File: src/rtl/intevt_pkg.sv
package intevt_pkg;
  parameter int DATA_W = 32;
  parameter int ADDR_W = 3;
  parameter int SRC_N  = 3;

  // Bit position of each source, index 0 = channel 0, 1 = channel 1, 2 = overflow
  localparam int SRC_POS [SRC_N] = '{0, 1, 6};

  localparam logic [ADDR_W-1:0] OFS_MASK    = 3'd0;
  localparam logic [ADDR_W-1:0] OFS_RAW     = 3'd1;
  localparam logic [ADDR_W-1:0] OFS_MASKED  = 3'd2;
  localparam logic [ADDR_W-1:0] OFS_STATSET = 3'd3;
  localparam logic [ADDR_W-1:0] OFS_STATCLR = 3'd4;
  localparam logic [ADDR_W-1:0] OFS_MASKSET = 3'd5;
  localparam logic [ADDR_W-1:0] OFS_MASKCLR = 3'd6;

  typedef enum logic [1:0] {RD_MASK, RD_RAW, RD_MASKED, RD_ZERO} rdSel_e;

  typedef struct packed {
    logic               wrMask;
    logic               setStat;
    logic               clrStat;
    logic               setMask;
    logic               clrMask;
    rdSel_e             rdSel;
    logic [DATA_W-1:0]  data;
  } strobe_t;

  function automatic logic [DATA_W-1:0] evtToBits(input logic [SRC_N-1:0] e);
    logic [DATA_W-1:0] v;
    v = '0;
    for (int i = 0; i < SRC_N; i++) v[SRC_POS[i]] = e[i];
    return v;
  endfunction

  function automatic logic [DATA_W-1:0] srcBits();
    return evtToBits('1);
  endfunction
endpackage

File: src/rtl/intevt_ctrl.sv
module intevt_ctrl
  import intevt_pkg::*;
(
  input  logic [ADDR_W-1:0] regAddr,
  input  logic              regWrEn,
  input  logic [DATA_W-1:0] regWrData,
  output strobe_t           stb
);
  localparam logic [DATA_W-1:0] KEEP = srcBits();

  always_comb begin
    stb         = '0;
    stb.data    = regWrData & KEEP;
    stb.wrMask  = regWrEn && (regAddr == OFS_MASK);
    stb.setStat = regWrEn && (regAddr == OFS_STATSET);
    stb.clrStat = regWrEn && (regAddr == OFS_STATCLR);
    stb.setMask = regWrEn && (regAddr == OFS_MASKSET);
    stb.clrMask = regWrEn && (regAddr == OFS_MASKCLR);
    unique case (regAddr)
      OFS_MASK:   stb.rdSel = RD_MASK;
      OFS_RAW:    stb.rdSel = RD_RAW;
      OFS_MASKED: stb.rdSel = RD_MASKED;
      default:    stb.rdSel = RD_ZERO;
    endcase
  end
endmodule

File: src/rtl/intevt_dp.sv
module intevt_dp
  import intevt_pkg::*;
(
  input  logic              clk,
  input  logic              rstN,
  input  strobe_t           stb,
  input  logic [SRC_N-1:0]  evtVec,
  output logic [DATA_W-1:0] maskQ,
  output logic [DATA_W-1:0] rawQ,
  output logic [DATA_W-1:0] regRdData,
  output logic              irqOut
);
  logic [DATA_W-1:0] hwSet;
  logic [DATA_W-1:0] rawNext;
  logic [DATA_W-1:0] maskNext;

  always_comb begin
    hwSet = evtToBits(evtVec);

    rawNext = rawQ;
    if (stb.setStat) rawNext = rawNext | stb.data;
    if (stb.clrStat) rawNext = rawNext & ~stb.data;
    rawNext = rawNext | hwSet;  // hardware event wins over a clear

    maskNext = maskQ;
    if (stb.wrMask)  maskNext = stb.data;
    if (stb.setMask) maskNext = maskNext | stb.data;
    if (stb.clrMask) maskNext = maskNext & ~stb.data;
  end

  always_ff @(posedge clk or negedge rstN) begin
    if (!rstN) begin
      rawQ   <= '0;
      maskQ  <= '0;
      irqOut <= 1'b0;
    end else begin
      rawQ   <= rawNext;
      maskQ  <= maskNext;
      irqOut <= |(maskQ & rawQ);
    end
  end

  always_comb begin
    unique case (stb.rdSel)
      RD_MASK:   regRdData = maskQ;
      RD_RAW:    regRdData = rawQ;
      RD_MASKED: regRdData = maskQ & rawQ;
      default:   regRdData = '0;
    endcase
  end
endmodule

File: src/rtl/intevt_top.sv
module intevt_top
  import intevt_pkg::*;
(
  input  logic              clk,
  input  logic              rstN,
  input  logic [ADDR_W-1:0] regAddr,
  input  logic              regWrEn,
  input  logic [DATA_W-1:0] regWrData,
  output logic [DATA_W-1:0] regRdData,
  input  logic              ch0Evt,
  input  logic              ch1Evt,
  input  logic              ovfEvt,
  output logic              irqOut
);
  strobe_t           stb;
  logic [SRC_N-1:0]  evtVec;
  logic [DATA_W-1:0] maskQ;
  logic [DATA_W-1:0] rawQ;

  assign evtVec = {ovfEvt, ch1Evt, ch0Evt};

  intevt_ctrl u_ctrl (
    .regAddr   (regAddr),
    .regWrEn   (regWrEn),
    .regWrData (regWrData),
    .stb       (stb)
  );

  intevt_dp u_dp (
    .clk       (clk),
    .rstN      (rstN),
    .stb       (stb),
    .evtVec    (evtVec),
    .maskQ     (maskQ),
    .rawQ      (rawQ),
    .regRdData (regRdData),
    .irqOut    (irqOut)
  );
endmodule

File: config.mk
export PLATFORM = sky130hd
export DESIGN_NAME = intevt_top
export DESIGN_NICKNAME = d
export VERILOG_FILES = /design/src/rtl/intevt_pkg.sv /design/src/rtl/intevt_ctrl.sv /design/src/rtl/intevt_dp.sv /design/src/rtl/intevt_top.sv
export SDC_FILE = /design/constraint.sdc
export NUM_CORES = 1
export LEC_CHECK = 0
export BUFFER_PORTS_ARGS = -buffer_cell sky130_fd_sc_hd__buf_4
export CAP_MARGIN = 20
export CELL_PAD_IN_SITES_DETAIL_PLACEMENT = 0
export CELL_PAD_IN_SITES_GLOBAL_PLACEMENT = 1
export CORE_MARGIN = 2
export CORE_UTILIZATION = 23
export DETAILED_ROUTE_END_ITERATION = 10
export PLACE_DENSITY = 0.89
export SLEW_MARGIN = 10
export SYNTH_ARGS = -nofsm -noshare
export SYNTH_HDL_FRONTEND = slang
export SYNTH_SLANG_ARGS = --single-unit
File: constraint.sdc
create_clock -name clk -period 2.56 [get_ports clk]
set_clock_uncertainty 0.2 [all_clocks]
set_input_delay 0.512 -clock clk [delete_from_list [all_inputs] [get_ports clk]]
set_output_delay 0.512 -clock clk [all_outputs]
set_load 0.02 [all_outputs]
==> flow_summary_export.csv, run 1 <==
group,metric,value,unit
synth,synthArstFlopShare,100,%
clocking,cts_tree,"done",
floorplan,initial_core_util,23.7,%
synth,yosys.area.top_type,"buf_4",
grt,grt_usage,8.81,%
finish,nets,146,
clocking,clockRootBuffer,"clkbuf_4",
synth,ys_types,23,
pwr,swShare,36.3,%
pwr,seq_power_share,37.5,%
setup_path,critPathBufInv,2,
synth,ys_ff_latch,7,
grt,grt_pass1_wl,2350,microns
clocking,cts-buffers-inserted,3,
synth,netlist_top_cells_count,"buf_4 (29), a21oi_1 (8), dfrtp_1 (7)",
pwr,switchingPower,0.000120,W
setup_path,worstSetupStartpointType,"input pin",
place,gp_congestion,0.743,
drt,wl_per_cell,10.5,microns
synth,synth-main-ff-cell,"dfrtp_1",
clocking,postCtsSetupBuffers,0,
drt,viasPerCell,4.21,
finish,layout-drive-gt1-share,17.3,%
grt,overflow,0,
sta,final.setup.tns,0,ns
drt,drt_first_pass_iters,4,
setup_path,critPathCaptureType,"primary output",
pwr,p_leak,0.360,nW
outcome,status,"finished, final reports clean",
setup_path,cp_max_fo,12,
sta,slew_viol_final,0,
floorplan,pin_count,74,
synth,syn_inst,88,
clocking,ctsLongestPathBuffers,2,
synth,ys_seq_area_share,24.8,%
sta,hold_violations,0,
floorplan,die_y,59.4,microns
sta,fmax,495,MHz
setup_path,path_cells,"buf_4, nor2b_1, o21ai_0, a21oi_1, buf_4",
pwr,share_comb_of_total_power,33.2,%
floorplan,core.rowCount,20,
drt,drtIter0Drc,24,
place,port_buffers,15,
setup_path,crit_arrival,1.31,ns
synth,synth_edf_count,0,
drt,post-route-drc-count,0,
clocking,clock-sinks,7,
sta,finalCriticalPeriod,2.02,ns
place,dp_slack,0.578,ns
pwr,p_int,0.000211,W
clocking,h-tree-depth,1,
finish,area_growth,7.98,%
setup_path,slowest_stage,"nor2b_1",
floorplan,dieArea,3530,sq um
grt,grt_pass1_vias,568,
place,dp_hpwl,1190,microns
setup_path,criticalPathCategory,"in2out",
synth,syn-cell-area,706,sq um
setup_path,crit_required,1.85,ns
sta,fin_ws,0.542,ns
floorplan,die-width,59.4,microns
hold_path,hold_class,"in2reg",
pwr,p_clk_share,29.3,%
sta,setup_violations,0,
sta,rsz0062_at_grt,"false",
grt,antenna_found_initial,0,
drt,wirelength,1440,microns
setup_path,slowest_delay,0.21,ns
finish,n_antenna_cell,0,
drt,ant_nets,0,
job,drv_cap,0,
synth,avgSynthCellArea,8.02,sq um
grt,grt_max_degree,13,
synth,yosys.area.top_type_share,30.9,%
synth,yosysMostFrequentCell,"buf_4",
drt,dr_total_vias,577,
setup_path,cpMostUsedCell,"buf_4",
synth,yosys_warnings,0,
pwr,ir_drop,0.0000815,V
clocking,clkLatencyLatePin,0.25,ns
clocking,clk_pin_slew,0.05,ns
setup_path,path_delay_family,"buffers and inverters",
synth,synth_area_leaders,"buf_4 (31%), dfrtp_1 (25%), a21oi_1 (5.7%), a211oi_1 (5.3%), nand2b_1 (4.4%)",
pwr,power_density,435,nW/um^2
floorplan,core_area,2980,sq um
sta,fin_crit_sh,78.8,%
[final cells by class]
type                            count  area (sq um)
Clock buffer                        4          26.3
Tap cell                           33          41.3
Fill cell                         318          2220
Sequential cell                     7           175
Inverter                            5          18.8
Multi-Input combinational cell     72           378
Timing Repair Buffer               16           123
[worst paths after layout]
kind	slack (ns)	cells past startpoint	to	from
max	0.54	5	regRdData[0]	regAddr[0]
min	0.29	2	u_dp.rawQ[1]	regWrData[1]
min in group asynchronous	0.41	2	u_dp.rawQ[6]	rstN
max reg2reg	1.34	2	u_dp.maskQ[6]	u_dp.maskQ[6]
min reg2reg	0.38	2	u_dp.irqOut	u_dp.rawQ[0]
max in group asynchronous	1.63	2	u_dp.rawQ[0]	rstN
[flip-flops by register name (all words and copies together), names as in the netlist]
signal / count
u_dp.irqOut: 1
u_dp.maskQ: 3
u_dp.rawQ: 3
[worst register-to-register path, delay by kind of cell (launching register included)]
| kind | cells | cell delay, ns |
|---|---|---|
| AOI/OAI and AO/OA | 1 | 0.09 |
| and+or+nand+nor | 1 | 0.38 |
| DFF | 1 | 0.42 |
[cells by family (layout without fill, tap and decap cells)]
logic type             after synthesis  count (layout)  synth area share, %
other                                1              29                0.531
AO/OA/AOI/OAI                       18              18                 15.8
flip-flops                           7               7                 24.8
buffers and inverters               37              25                 36.5
AND/OR/NAND/NOR                     25              25                 22.3
[power groups by stage]
stage | Clock, W | Sequential, W | Combinational, W
after floorplan | 0 | 0.000128 | 0.000106
after global placement | 0 | 0.000126 | 0.000104
after detailed placement | 0 | 0.000126 | 0.000107
after CTS | 0.000102 | 0.000124 | 0.000109
after global routing | 0.000113 | 0.000125 | 0.000119
final | 0.0000970 | 0.000124 | 0.000110
[timing repair]
action / CTS / global route
hold endpoints to repair: 7 / 0
gates resized for setup: 0 / 0
hold buffers: 1 / 0
[routing by layer]
metal / up-vias / GRT usage, % / share of wire (%) / wire length (microns)
li1: 280 / - / - / -
met1: 268 / 8.56 / 39 / 563
met2: 29 / 16.2 / 53 / 762
met3: 0 / 2.84 / 7.7 / 110
met4: 0 / 4.87 / 0 / 0
met5: - / 0 / 0 / 0
[stage by stage]
stage | hold slack, ns | instance area, sq um | instances | power, W | util [%]
after floorplan | 0.0164 | 811 | 116 | 0.000234 | -
after global placement | 0.126 | 726 | 132 | 0.000230 | 24.4
after detailed placement | 0.126 | 726 | 132 | 0.000234 | 24.4
after CTS | 0.280 | 762 | 137 | 0.000335 | 25.6
after global routing | 0.276 | 762 | 137 | 0.000357 | 25.6
final | 0.289 | 762 | 137 | 0.000331 | 25.6
[placed cells by master, fill, tap and decap left out, types with 2 or more instances in the layout]
cell      count
nand2b_1      5
nand2_1       2
clkbuf_4      3
dfrtp_1       7
nor4_1        2
nand3b_1      2
nor2b_1       3
a211oi_1      5
nand3_1       3
nor4b_1       2
conb_1       29
inv_1         5
buf_4        15
a21oi_1       8
a31oi_1       3
nor2_1        2
No activity file was read; power rests on OpenSTA's default activity.
==> run 2, diff against run 1 <==
Settings changed: CORE_UTILIZATION 23 to 22, PLACE_DENSITY 0.89 to 0.86.
Clock period 2.56 ns to 2 ns, I/O delays scaled along.
==> run 2 against run 1 <==
  * Die area is 4.2% higher
  * Critical endpoint unchanged
  * Highest routed layer is now met4
  * Count of clock-buffer cells in the layout unchanged
  * Critical path type is now reg2out
  * Via count up 1.6%
  * Register-to-register slack lost 0.51 ns
  * Sequential share of layout area down 0.41 points
  * Final area grew 1.8%
  * Hold slack lost 0.13 ns
  * Combinational power up 26%
==> flow_summary_export.csv, run 2 (synthesis results as in run 1) <==
group,metric,value,unit
floorplan,dieArea,3680,sq um
drt,dr_total_vias,586,
floorplan,pin_count,74,
sta,fmax,541,MHz
place,port_buffers,15,
hold_path,hold_class,"in2reg",
sta,final.setup.tns,0,ns
clocking,cts_tree,"done",
setup_path,critPathCaptureType,"primary output",
finish,layout_common_cells,"conb_1 (29), buf_4 (15), a21oi_1 (8), dfrtp_1 (7)",
sta,setup_violations,0,
sta,fin_crit_sh,92.3,%
pwr,p_clk_share,30.9,%
pwr,power_density,556,nW/um^2
clocking,clockRootBuffer,"clkbuf_4",
drt,post-route-drc-count,0,
clocking,clock-sinks,7,
drt,viasPerCell,3.96,
grt,grt_usage,9.29,%
finish,layout-drive-gt1-share,17.3,%
setup_path,worstSetupStartpointType,"flip-flop",
pwr,switchingPower,0.000161,W
floorplan,core_area,3050,sq um
finish,final_common_cell,"conb_1",
drt,ant_nets,0,
clocking,ctsLongestPathBuffers,2,
finish,fillers,356,
grt,grt_max_degree,13,
floorplan,die-width,60.6,microns
finish,area_growth,9.93,%
hold_path,hold_path_depth,2,
drt,drt_first_pass_iters,4,
finish,final_area,776,sq um
grt,grt_pass1_vias,542,
floorplan,initial_core_util,23.1,%
floorplan,die_y,60.6,microns
sta,hold_violations,0,
clocking,clk_pin_slew,0.06,ns
pwr,ir_drop,0.000102,V
pwr,seq_power_share,36.9,%
outcome,status,"finished, final reports clean",
setup_path,crit_arrival,1.25,ns
sta,rsz0062_at_grt,"false",
clocking,clkLatencyLatePin,0.25,ns
drt,drtIter0Drc,12,
pwr,share_comb_of_total_power,32.1,%
setup_path,rrSetupSlack,0.83,ns
finish,largest_registers,"u_dp.maskQ: 3 flops, u_dp.rawQ: 3 flops, u_dp.irqOut: 1 flops",
place,placed_area,739,sq um
setup_path,crit_required,1.40,ns
pwr,p_int,0.000270,W
grt,overflow,0,
place,dp_hpwl,1180,microns
grt,antenna_found_initial,0,
pwr,p_leak,0.360,nW
drt,wirelength,1460,microns
setup_path,rr_worst_depth,2,
finish,nets,146,
sta,slew_viol_final,0,
setup_path,cp_max_fo,5,
setup_path,criticalPathCategory,"reg2out",
clocking,cts_resized,0,
pwr,swShare,37.4,%
clocking,cts-buffers-inserted,3,
floorplan,core.rowCount,20,
drt,wl_per_cell,9.84,microns
place,gp_congestion,0.815,
clocking,h-tree-depth,1,
sta,finalCriticalPeriod,1.85,ns
grt,grt_pass1_wl,2470,microns
finish,n_antenna_cell,0,
job,drv_cap,0,
clocking,postCtsSetupBuffers,0,
-- run 2: power groups by stage --
stage          Sequential, W  Combinational, W  Clock (W)
2_1_floorplan       0.000164          0.000136          0
3_3_place_gp        0.000161          0.000134          0
3_5_place_dp        0.000162          0.000137          0
4_1_cts             0.000159          0.000139   0.000135
5_1_grt             0.000160          0.000155   0.000143
6_report            0.000159          0.000139   0.000133
-- run 2: worst paths after layout --
kind	to	startpoint
max	regRdData[0]	u_dp.maskQ[0]
min	u_dp.rawQ[1]	regWrData[1]
max reg2reg	u_dp.irqOut	u_dp.maskQ[1]
min reg2reg	u_dp.irqOut	u_dp.rawQ[0]
max in group asynchronous	u_dp.rawQ[6]	rstN
min in group asynchronous	u_dp.maskQ[1]	rstN
-- run 2: area by class of cell --
| cell class | instances | area [sq um] | share of cell area (%) |
|---|---|---|---|
| clock buffers | 4 | 26.3 | 3.39 |
| inverters | 5 | 18.8 | 2.42 |
| multi-input cells | 72 | 378 | 48.7 |
| flip-flops and latches | 7 | 175 | 22.6 |
| well taps | 44 | 55.1 | 7.10 |
| repair buffers | 16 | 123 | 15.8 |
-- run 2: metal layers --
metal | up-vias | track usage [%] | wire, microns
met5 | - | 0 | 0
met4 | 0 | 6.52 | 44
met3 | 4 | 2.56 | 144
met2 | 35 | 13.5 | 692
met1 | 269 | 11.8 | 575
li1 | 278 | - | -
-- run 2: stage by stage --
stage / setup slack, ns / power (W) / std cells / utilization (%) / hold WS (ns)
6_report: 0.153 / 0.000432 / 148 / 25.4 / 0.156
2_1_floorplan: 0.211 / 0.000299 / 116 / - / -0.0956
5_1_grt: 0.0132 / 0.000458 / 148 / 25.4 / 0.161
3_5_place_dp: 0.221 / 0.000299 / 143 / 24.2 / 0.0176
3_3_place_gp: 0.225 / 0.000295 / 143 / 24.2 / 0.0138
4_1_cts: 0.123 / 0.000433 / 148 / 25.4 / 0.160
-- run 2: worst max-delay path: stages, from the launching register on --
cell     delay, ns
dfrtp_1       0.42
nor2b_1       0.18
o21ai_0       0.09
a21oi_1       0.14
buf_4         0.16
-- run 2: timing repair --
item / CTS / global route
hold buffers: 1 / 0
endpoints found under the setup margin: 0 / 0
hold endpoints to repair: 7 / 0
==> run 3, diff against run 2 <==
Settings changed: BUFFER_PORTS_ARGS -buffer_cell sky130_fd_sc_hd__buf_4 to default, CAP_MARGIN 20 to 40, CELL_PAD_IN_SITES_DETAIL_PLACEMENT 0 to 1, CELL_PAD_IN_SITES_GLOBAL_PLACEMENT 1 to 2, CORE_UTILIZATION 22 to 28, DONT_BUFFER_PORTS from default to 1, PLACE_DENSITY 0.86 to 0.82.
==> run 3 against run 2 <==
  * Global-route usage grew 1.7 points
  * Combinational power is 31% lower
  * Largest power group unchanged
  * Maximum frequency down 0.42%
  * Via count decreased by 7.2%
  * Sequential cell count did not move
  * Utilization is 1.5 points higher
  * Sequential power increased by 3%
  * Clock power is 6% lower
==> flow_summary_export.csv, run 3 (synthesis results as in run 1) <==
group,metric,value,unit
grt,grt_pass1_wl,2270,microns
finish,fin_cells,120,
job,drv_cap,0,
grt,antenna_found_initial,0,
finish,largest_registers,"u_dp.maskQ: 3 flops, u_dp.rawQ: 3 flops, u_dp.irqOut: 1 flops",
outcome,status,"finished, final reports clean",
finish,layout_common_cells,"conb_1 (29), a21oi_1 (8), dfrtp_1 (7)",
drt,wirelength,1420,microns
setup_path,worstSetupStartpointType,"flip-flop",
setup_path,reg2reg_to,"u_dp.maskQ[0]",
clocking,cts-buffers-inserted,3,
setup_path,cp_max_fo,5,
clocking,cts_tree,"done",
drt,drtIter0Drc,11,
setup_path,timing.rr.start,"u_dp.maskQ[0]",
place,gp_congestion,0.742,
pwr,p_leak,0.292,nW
setup_path,rrSetupSlack,0.85,ns
setup_path,crit_required,1.40,ns
hold_path,hold_class,"in2reg",
finish,n_antenna_cell,0,
drt,post-route-drc-count,0,
setup_path,critPathCaptureType,"primary output",
hold_path,hold_path_depth,1,
sta,fin_crit_sh,92.7,%
clocking,clk_pin_slew,0.05,ns
place,port_buffers,0,
sta,fmax,539,MHz
pwr,power_density,586,nW/um^2
clocking,ctsLongestPathBuffers,2,
pwr,ir_drop,0.000316,V
floorplan,die_y,54.2,microns
place,dp_cells,115,
grt,grtUsageMet2,18.7,%
grt,overflow,0,
floorplan,pin_count,74,
clocking,clkLatencyLatePin,0.25,ns
grt,met3_usage,5.28,%
floorplan,die-width,54.2,microns
sta,final.setup.tns,0,ns
floorplan,initial_core_util,29.0,%
hold_path,worst_hold_path.endpoint,"u_dp.rawQ[1]",
drt,viasPerCell,4.53,
finish,final_common_cell,"conb_1",
floorplan,dieArea,2940,sq um
grt,use_met1,11.3,%
drt,wl_per_cell,11.8,microns
place,dp_hpwl,1160,microns
grt,grt_usage,11.0,%
sta,slew_viol_final,0,
finish,area_growth,-7.09,%
floorplan,core.rowCount,18,
drt,dr_total_vias,544,
setup_path,criticalPathCategory,"reg2out",
hold_path,min_from,"regWrData[1]",
clocking,postCtsSetupBuffers,0,
sta,hold_violations,0,
grt,grt_max_degree,13,
setup_path,rr_worst_depth,2,
sta,finalCriticalPeriod,1.85,ns
clocking,clockRootBuffer,"clkbuf_4",
setup_path,startpoint,"u_dp.maskQ[0]",
grt,grt_busiest_layer,"met2",
sta,setup_violations,0,
finish,layout-drive-gt1-share,5.56,%
clocking,h-tree-depth,1,
drt,drt_first_pass_iters,4,
grt,grt_pass1_vias,492,
sta,rsz0062_at_grt,"false",
finish,nets,132,
floorplan,core_area,2430,sq um
clocking,clock-sinks,7,
setup_path,crit_arrival,1.25,ns
drt,ant_nets,0,
[run 3: final cells by class]
| type | count | area, sq um |
|---|---|---|
| repair buffers | 2 | 17.5 |
| multi-input cells | 72 | 380 |
| flip-flops and latches | 7 | 175 |
| clock buffers | 4 | 26.3 |
| inverters | 5 | 18.8 |
| well taps | 30 | 37.5 |
| fillers | 309 | 1780 |
[run 3: critical path: stages (launching register included)]
cell,delay (ns)
dfrtp_1,0.42
nor2b_2,0.18
o21ai_0,0.16
a21oi_1,0.09
buf_4,0.16
[run 3: worst max-delay path by stage]
stage	cells past startpoint	slack, ns	end
global placement	3	0.35	regRdData[6]
detailed placement	3	0.32	regRdData[6]
floorplan	4	0.21	regRdData[0]
finish	4	0.15	regRdData[0]
CTS	4	0.14	regRdData[0]
global route	4	0.02	regRdData[0]
[run 3: report_power, final]
part	switching (W)	internal (W)
Sequential	0.0000132	0.000151
Clock	0.0000486	0.0000759
Combinational	0.0000728	0.0000229
Total	0.000135	0.000250
[run 3: stage by stage]
stage	total power, W	area (sq um)	util [%]	hold WS, ns	worst slack [ns]
6_report	0.000384	656	27.0	0.0507	0.145
5_1_grt	0.000417	656	27.0	0.0321	0.0182
4_1_cts	0.000390	653	26.9	0.0407	0.143
3_5_place_dp	0.000257	617	25.4	-0.0954	0.320
3_3_place_gp	0.000256	617	25.4	-0.0954	0.349
2_1_floorplan	0.000299	811	-	-0.0956	0.211
[run 3: timing repair]
item                       CTS  global route
setup endpoints to repair    0             1
resized for setup            0             1
hold buffers                 1             0
hold endpoints to repair     7             0
[run 3: per-layer routing]
metal / up-vias / wire length [microns] / share of wire, %
li1: 254 / - / -
met1: 258 / 546 / 39
met2: 30 / 695 / 49
met3: 2 / 153 / 11
met4: 0 / 22 / 1.6
met5: - / 0 / 0
